## src/rtl/spiee_pkg.sv

```systemverilog
package spiee_pkg;
   localparam logic [7:0] OP_SETWEL = 8'h06;
   localparam logic [7:0] OP_CLRWEL = 8'h04;
   localparam logic [7:0] OP_RDSTAT = 8'h05;
   localparam logic [7:0] OP_WRSTAT = 8'h01;
   localparam logic [7:0] OP_READ   = 8'h03;
   localparam logic [7:0] OP_WRITE  = 8'h02;

   localparam int SB_BUSY = 0;
   localparam int SB_WEL  = 1;
   localparam int SB_WPEN = 7;

   typedef enum logic [2:0] {
      S_OP, S_ADDR, S_RDATA, S_WDATA, S_RDSR, S_WRSR, S_LOCK, S_END
   } phase_t;
endpackage

```

## src/rtl/spiee_sync.sv

```systemverilog
module spiee_sync #(
   parameter int W = 1,
   parameter int STAGES = 2,
   parameter logic [W-1:0] INIT = '0
) (
   input  logic         clk,
   input  logic         rst_n,
   input  logic [W-1:0] d,
   output logic [W-1:0] q
);
   logic [STAGES-1:0][W-1:0] st;

   initial begin : elab_checks
      assert (STAGES >= 1) else $error("spiee_sync: STAGES must be at least 1");
   end

   generate
      if (STAGES == 1) begin : g_one
         always_ff @(posedge clk or negedge rst_n)
            if (!rst_n) st <= INIT;
            else        st <= d;
      end else begin : g_chain
         always_ff @(posedge clk or negedge rst_n)
            if (!rst_n) st <= {STAGES{INIT}};
            else        st <= {st[STAGES-2:0], d};
      end
   endgenerate

   assign q = st[STAGES-1];
endmodule

```

## src/rtl/spiee_wtimer.sv

```systemverilog
module spiee_wtimer #(
   parameter int CYCLES = 1000
) (
   input  logic clk,
   input  logic rst_n,
   input  logic start,
   output logic busy,
   output logic done
);
   localparam int CW = $clog2(CYCLES + 1);
   logic [CW-1:0] cnt;

   initial begin : elab_checks
      assert (CYCLES >= 2) else $error("spiee_wtimer: CYCLES must be at least 2");
   end

   always_ff @(posedge clk or negedge rst_n)
      if (!rst_n)          cnt <= '0;
      else if (start)      cnt <= CW'(CYCLES);
      else if (cnt != '0)  cnt <= cnt - 1'b1;

   assign busy = (cnt != '0);
   assign done = (cnt == CW'(1));

   // a new cycle is only launched when idle
   p_start_idle_r5: assert property (@(posedge clk) disable iff (!rst_n)
      start |-> !busy);
   // the final count leaves the timer idle
   p_done_ends_r5: assert property (@(posedge clk) disable iff (!rst_n)
      done |=> !busy);
endmodule

```

## src/rtl/spiee_slave.sv

```systemverilog
module spiee_slave
   import spiee_pkg::*;
#(
   parameter int ADDR_W      = 5,
   parameter int ADDR_BYTES  = 2,
   parameter int PAGE        = 8,
   parameter int WC_CYCLES   = 1000,
   parameter int SYNC_STAGES = 2
) (
   input  logic clk,
   input  logic rst_n,
   input  logic sck,
   input  logic cs_n,
   input  logic si,
   input  logic hold_n,
   input  logic wp_n,
   output logic so,
   output logic so_oe
);
   localparam int DEPTH = 1 << ADDR_W;
   localparam int PW    = $clog2(PAGE);
   localparam int AC_W  = (ADDR_BYTES > 1) ? $clog2(ADDR_BYTES) : 1;
   localparam logic [ADDR_W-1:0] PMASK = ADDR_W'(PAGE - 1);

   initial begin : elab_checks
      assert (ADDR_W >= 1 && ADDR_W <= 8 * ADDR_BYTES)
         else $error("spiee_slave: ADDR_W must fit in ADDR_BYTES");
      assert (PAGE >= 2 && (1 << PW) == PAGE && PAGE <= DEPTH)
         else $error("spiee_slave: PAGE must be a power of two within the array");
      assert (SYNC_STAGES >= 1) else $error("spiee_slave: SYNC_STAGES too small");
   end

   // ---------------- pin synchronisation and edge detection
   logic [4:0] pins_s;
   logic sck_s, cs_s, hold_s, wp_s, si_s;
   spiee_sync #(.W(5), .STAGES(SYNC_STAGES), .INIT(5'b01110)) u_sync (
      .clk(clk), .rst_n(rst_n), .d({si, wp_n, hold_n, cs_n, sck}), .q(pins_s));
   assign sck_s  = pins_s[0];
   assign cs_s   = pins_s[1];
   assign hold_s = pins_s[2];
   assign wp_s   = pins_s[3];
   assign si_s   = pins_s[4];

   logic sck_d, cs_d, held;
   always_ff @(posedge clk or negedge rst_n)
      if (!rst_n) begin
         sck_d <= 1'b0; cs_d <= 1'b1; held <= 1'b0;
      end else begin
         sck_d <= sck_s;
         cs_d  <= cs_s;
         if (cs_s)        held <= 1'b0;
         else if (!sck_s) held <= !hold_s;
      end

   // ---------------- write cycle timer
   logic wr_start, busy, wc_done;
   spiee_wtimer #(.CYCLES(WC_CYCLES)) u_wtimer (
      .clk(clk), .rst_n(rst_n), .start(wr_start), .busy(busy), .done(wc_done));

   // ---------------- transaction state
   phase_t            phase;
   logic [2:0]        bcnt;
   logic [6:0]        shin;
   logic [AC_W-1:0]   acnt;
   logic [ADDR_W-1:0] addr_acc, ptr;
   logic              op_rd, ld_pend, drv, oe_q;
   logic [7:0]        oreg, nxt;
   logic              wel, wpen, sr_new, sr_got, wp_abort;
   logic [7:0]        mem  [DEPTH];
   logic [7:0]        pbuf [PAGE];
   logic [PAGE-1:0]   pval;

   logic              en, sck_rise, sck_fall, cs_rise, commit_ok, mem_go, sr_go;
   logic [7:0]        byte_in, stat;
   logic [ADDR_W-1:0] acat, page_base;

   always_comb begin
      en        = !cs_s && !held;
      sck_rise  = en && sck_s && !sck_d;
      sck_fall  = en && !sck_s && sck_d;
      cs_rise   = cs_s && !cs_d;
      byte_in   = {shin, si_s};
      acat      = ADDR_W'({addr_acc, byte_in});
      page_base = ptr & ~PMASK;
      commit_ok = cs_rise && (bcnt == 3'd0) && wel && !busy;
      mem_go    = commit_ok && (phase == S_WDATA) && (|pval);
      sr_go     = commit_ok && sr_got && !wp_abort && !(wpen && !wp_s);
      wr_start  = mem_go || sr_go;
      stat          = '0;
      stat[SB_BUSY] = busy;
      stat[SB_WEL]  = wel;
      stat[SB_WPEN] = wpen;
   end

   always_ff @(posedge clk or negedge rst_n)
      if (!rst_n) begin
         phase <= S_OP; bcnt <= '0; shin <= '0; acnt <= '0;
         addr_acc <= '0; ptr <= '0; op_rd <= 1'b0; ld_pend <= 1'b0; drv <= 1'b0;
         oreg <= '0; nxt <= '0; wel <= 1'b0; wpen <= 1'b0;
         sr_new <= 1'b0; sr_got <= 1'b0; wp_abort <= 1'b0; pval <= '0;
         for (int i = 0; i < DEPTH; i++) mem[i] <= '0;
         for (int i = 0; i < PAGE; i++)  pbuf[i] <= '0;
      end else begin
         if (wc_done) wel  <= 1'b0;
         if (sr_go)   wpen <= sr_new;
         if (mem_go)
            for (int i = 0; i < PAGE; i++)
               if (pval[i]) mem[page_base | ADDR_W'(i)] <= pbuf[i];

         if (cs_s) begin
            phase <= S_OP; bcnt <= '0; acnt <= '0; ld_pend <= 1'b0;
            drv <= 1'b0; sr_got <= 1'b0; wp_abort <= 1'b0; pval <= '0;
         end else begin
            if ((phase == S_WRSR || sr_got) && wpen && !wp_s) wp_abort <= 1'b1;

            if (sck_fall) begin
               if (ld_pend) begin
                  oreg <= nxt; ld_pend <= 1'b0; drv <= 1'b1;
               end else begin
                  oreg <= {oreg[6:0], 1'b0};
               end
            end

            if (sck_rise) begin
               shin <= byte_in[6:0];
               bcnt <= bcnt + 1'b1;
               if (bcnt == 3'd7) begin
                  case (phase)
                     S_OP: begin
                        if (busy) begin
                           phase <= (byte_in == OP_RDSTAT) ? S_RDSR : S_LOCK;
                           nxt <= stat; ld_pend <= (byte_in == OP_RDSTAT);
                        end else begin
                           case (byte_in)
                              OP_SETWEL: begin wel <= 1'b1; phase <= S_END; end
                              OP_CLRWEL: begin wel <= 1'b0; phase <= S_END; end
                              OP_RDSTAT: begin phase <= S_RDSR; nxt <= stat; ld_pend <= 1'b1; end
                              OP_WRSTAT: phase <= S_WRSR;
                              OP_READ:   begin phase <= S_ADDR; op_rd <= 1'b1; end
                              OP_WRITE:  begin phase <= S_ADDR; op_rd <= 1'b0; end
                              default:   phase <= S_LOCK;
                           endcase
                        end
                     end
                     S_ADDR: begin
                        addr_acc <= acat;
                        if (acnt == AC_W'(ADDR_BYTES - 1)) begin
                           if (op_rd) begin
                              nxt <= mem[acat]; ptr <= acat + 1'b1;
                              ld_pend <= 1'b1; phase <= S_RDATA;
                           end else begin
                              ptr <= acat; phase <= S_WDATA;
                           end
                        end else begin
                           acnt <= acnt + 1'b1;
                        end
                     end
                     S_RDATA: begin
                        nxt <= mem[ptr]; ptr <= ptr + 1'b1; ld_pend <= 1'b1;
                     end
                     S_RDSR: begin
                        nxt <= stat; ld_pend <= 1'b1;
                     end
                     S_WDATA: begin
                        pbuf[ptr[PW-1:0]] <= byte_in;
                        pval[ptr[PW-1:0]] <= 1'b1;
                        ptr <= page_base | ((ptr + 1'b1) & PMASK);
                     end
                     S_WRSR: begin
                        sr_new <= byte_in[SB_WPEN]; sr_got <= 1'b1; phase <= S_END;
                     end
                     default: ;
                  endcase
               end
            end
         end
      end

   always_ff @(posedge clk or negedge rst_n)
      if (!rst_n) oe_q <= 1'b0;
      else        oe_q <= !cs_s && !held && drv && (phase == S_RDATA || phase == S_RDSR);

   assign so    = oreg[7];
   assign so_oe = oe_q;

   // deselect releases the output
   p_cs_quiet_r7: assert property (@(posedge clk) disable iff (!rst_n)
      cs_s |=> !so_oe);
   // a paused transfer never drives SO
   p_hold_quiet_r8: assert property (@(posedge clk) disable iff (!rst_n)
      held |=> !so_oe);
   // locked interface stays silent
   p_lock_quiet_r6: assert property (@(posedge clk) disable iff (!rst_n)
      (phase == S_LOCK) |=> !so_oe);
   // the latch is gone once the cycle ends
   p_wel_clear_r5: assert property (@(posedge clk) disable iff (!rst_n)
      $fell(busy) |-> !wel);
   // a write cycle only starts from a set latch
   p_commit_wel_r4: assert property (@(posedge clk) disable iff (!rst_n)
      $rose(busy) |-> $past(wel));
   // protect-enable only changes as a write cycle begins
   p_wpen_change_r9: assert property (@(posedge clk) disable iff (!rst_n)
      !$stable(wpen) |-> $rose(busy));
endmodule

```

## config.mk

```make
export PLATFORM = sky130hd
export DESIGN_NAME = spiee_slave
export DESIGN_NICKNAME = d
export VERILOG_FILES = /design/src/rtl/spiee_pkg.sv /design/src/rtl/spiee_sync.sv /design/src/rtl/spiee_wtimer.sv /design/src/rtl/spiee_slave.sv
export SDC_FILE = /design/constraint.sdc
export NUM_CORES = 1
export LEC_CHECK = 0
export ABC_AREA = 1
export ABC_CLOCK_PERIOD_IN_PS = 2800
export BUFFER_PORTS_ARGS = -buffer_cell sky130_fd_sc_hd__buf_2
export CAP_MARGIN = 5
export CORE_ASPECT_RATIO = 1.2
export CORE_MARGIN = 1.5
export CORE_UTILIZATION = 40
export DETAILED_ROUTE_END_ITERATION = 8
export SETUP_SLACK_MARGIN = 0.4
export SLEW_MARGIN = 20
export SYNTH_ARGS = -nofsm -noshare
export SYNTH_HDL_FRONTEND = slang
export SYNTH_SLANG_ARGS = --single-unit
```

## constraint.sdc

```tcl
create_clock -name clk -period 2.8 [get_ports clk]
set_input_delay 0.14 -clock clk [delete_from_list [all_inputs] [get_ports clk]]
set_output_delay 0.14 -clock clk [all_outputs]
set_load 0.02 [all_outputs]
```

==> flow_metrics.env <==
export IMPL_swShare=0.2798
export IMPL_p_int_mw=9.545
export IMPL_syn_to_final_growth_pct=12.70
export IMPL_p_clk_frac=0.446
export IMPL_insertion_delay_ps=590
export IMPL_final_period_utilization=0.8678
export IMPL_synth_ff_type="dfrtp_1"
export IMPL_cp_data_arrival_time_ps=2860
export IMPL_cts_buffers_inserted=43
export IMPL_ant_nets=0
export IMPL_die_y_um=256.6
export IMPL_cap_violations=0
export IMPL_min_period_ps=2430
export IMPL_grtUsageTotal=0.3031
export IMPL_rsz0062_at_grt="yes"
export IMPL_initial_core_util=0.4065
export IMPL_cts_tree="yes"
export IMPL_timing_slew_headroom=0.4600
export IMPL_yosysSeqAreaShare=0.4616
export IMPL_drc_errors=0
export IMPL_firstDrtPassIters=6
export IMPL_power_density_mw_per_mm2=548.7
export IMPL_fillers=5405
export IMPL_synth_area_mm2=0.02143
export IMPL_routabilityCongestion=0.9959
export IMPL_dpl_hpwl_um=61340
export IMPL_critPathMaxFanout=17
export IMPL_worstPathRequired_ps=3230
export IMPL_synth_enable_flop_cells=0
export IMPL_skew_ps=28.19
export IMPL_fp_coreArea_mm2=0.05272
export IMPL_cts_root_buf="clkbuf_16"
export IMPL_wirelength_um=84180
export IMPL_antenna_found_initial=2
export IMPL_rows=92
export IMPL_die_area_mm2=0.05499
export IMPL_clock_sinks=395
export IMPL_die_w_um=214.3
export IMPL_cts_htree_levels=2
export IMPL_worstSetupPathType="flip-flop to flip-flop"
export IMPL_layout_common_cells="955 x nand2_1, 383 x dfrtp_1, 329 x inv_1"
export IMPL_vias_per_cell=5.400
export IMPL_vdd_drop_max_uv=413.6
export IMPL_hp_class="primary input to asynchronous set/reset pin"
export IMPL_pwr_share_seq=0.437
export IMPL_clk_path_buf_depth=3
export IMPL_drt_iter0_markers=2278
export IMPL_status="complete, no violations"
export IMPL_p_comb_frac=0.117
export IMPL_synth_seq_cells=395
export IMPL_worst_pin_slew_ps=807.1
export IMPL_final_common_cell="nand2_1"
export IMPL_wire_per_inst_um=23.27
export IMPL_synthesis_nets=2885
export IMPL_finalHoldViolCount=0
export IMPL_ys_types=44
export IMPL_max_freq_mhz=411.5
export IMPL_pin_count=9
export IMPL_setup_viol=0
export IMPL_hold_ws_ps=206.1
export IMPL_avgSynthCellArea_um2=7.476
export IMPL_netlist_instances=2867
export IMPL_final_nets=2895
export IMPL_cp_end_kind="flip-flop"
export IMPL_grt_pass1_vias=18420
export IMPL_tns_ps=0
export IMPL_synth_warnings=0
export IMPL_path_clk_slew_ps=60
export IMPL_worstSetupStartpointType="flip-flop"
export IMPL_async_flop_share=1.000
export IMPL_drive_above_1_share=0.1078
export IMPL_grt_remaining_overflow=0
export IMPL_finalMaxSlewViolations=0
export IMPL_p_leak_nw=10.88
export IMPL_portBuffers=8
export IMPL_grt_max_degree=87
export IMPL_switchingPower_mw=3.708
export IMPL_via_count=19540
export IMPL_grt_pass1_wl_um=123300
state kept, by name (all words and copies together) (netlist names), 3 cells and up:
name and count:
pbuf 64, pval 8, bcnt 3, phase 3, oreg 8, ptr 5
mem 256, u_sync.q 5, shin 7, u_sync.st 5, nxt 8, u_wtimer.cnt 10
power groups by stage:
stage                     clock network [mW]  registers [mW]  logic (mW)
after floorplan                            0            5.88       0.710
after global placement                     0            5.90        1.52
after detailed placement                   0            5.90        1.52
after CTS                               6.01            5.79        1.53
after global routing                    6.23            5.79        1.65
final                                   5.91            5.79        1.56
routing by layer:
| layer | share of wire | track usage | wire length (um) |
|---|---|---|---|
| met4 | 0.052 | 0.1395 | 4401 |
| met5 | 0 | 0 | 0 |
| met3 | 0.064 | 0.03405 | 5387 |
| met1 | 0.42 | 0.4079 | 35450 |
| met2 | 0.46 | 0.4905 | 38940 |
through the flow:
stage                     worst slack [ps]  utilization  instance area, um2  std cells  power, mW
final                                370.1       0.4582               24150       3618      13.25
after CTS                            289.6       0.4539               23930       3607      13.33
after global routing                 255.0       0.4581               24150       3617      13.67
after floorplan                      479.2            -               21430       2867      6.589
after global placement               335.9       0.4247               22390       3520      7.412
after detailed placement             322.7       0.4247               22390       3520      7.416
logic make-up after synthesis:
| group | Yosys count | share of synthesized area |
|---|---|---|
| simple gates | 1429 | 0.2900 |
| fa+ha+maj | 11 | 0.006421 |
| xor+xnor | 8 | 0.003269 |
| compound gates | 538 | 0.1400 |
| buf+inv | 486 | 0.09872 |
| flops | 395 | 0.4616 |
synth_stat cells (7+ instances only):
cell      instances  area share
nand3_4          30       0.025
buf_6            30       0.016
inv_1           331       0.058
o21ai_1         209       0.049
o21ai_2          41       0.017
buf_2            13      0.0030
nor3_1            7      0.0016
o211ai_1         51       0.018
nor2_1          179       0.031
a21oi_1          48       0.011
inv_2             7      0.0012
o21ai_0         179       0.042
dfrtp_1         388        0.45
nand2_1         962        0.17
or2_2            13      0.0038
ha_1             11      0.0064
dfstp_2           7      0.0086
nand3_1         203       0.047
clkbuf_1         92       0.016
nand4_1          12      0.0035
timing repair:
action / in CTS / in global routing
endpoints found under the setup margin: 35 / 144
endpoints found under the hold margin: 79 / 0
cloned: 0 / 2
pin swaps: 0 / 7
gates resized for setup: 2 / 29
hold buffers: 6 / 0
buffers inserted: 1 / 8
worst max-delay path, cell delays in order, from the launching register on:
cell and delay, ps:
dfrtp_1 350, ha_1 160, ha_1 140, inv_1 60, nor2_2 270, nand2_1 160, nor2_2 550, nand2_2 370
nand2_1 130, o21ai_0 90
path summary, 6_finish.rpt:
kind,start,end,slack [ps],cells past startpoint
worst max-delay path,bcnt[0],pbuf[12],370,9
min in group clk,hold_n,u_sync.st[2],210,2
worst min register to register,u_sync.st[4],u_sync.q[4],340,0
max in group asynchronous,rst_n,mem[174],1680,3
worst min-delay path,rst_n,pbuf[20],210,2
worst max register to register,bcnt[0],pbuf[12],370,9
final cells by class:
type,instances,area (um2),area share
tap,705,882.1,0.03652
clock buffer,61,1245,0.05154
inverter,343,1292,0.05351
timing repair buffer,108,1121,0.04641
antenna,1,2.502,0.0001036
multi-input combinational,1986,9487,0.3927
sequential,395,9905,0.4100
clock inverter,19,220.2,0.009117
Power figures use the tool's default switching activity.
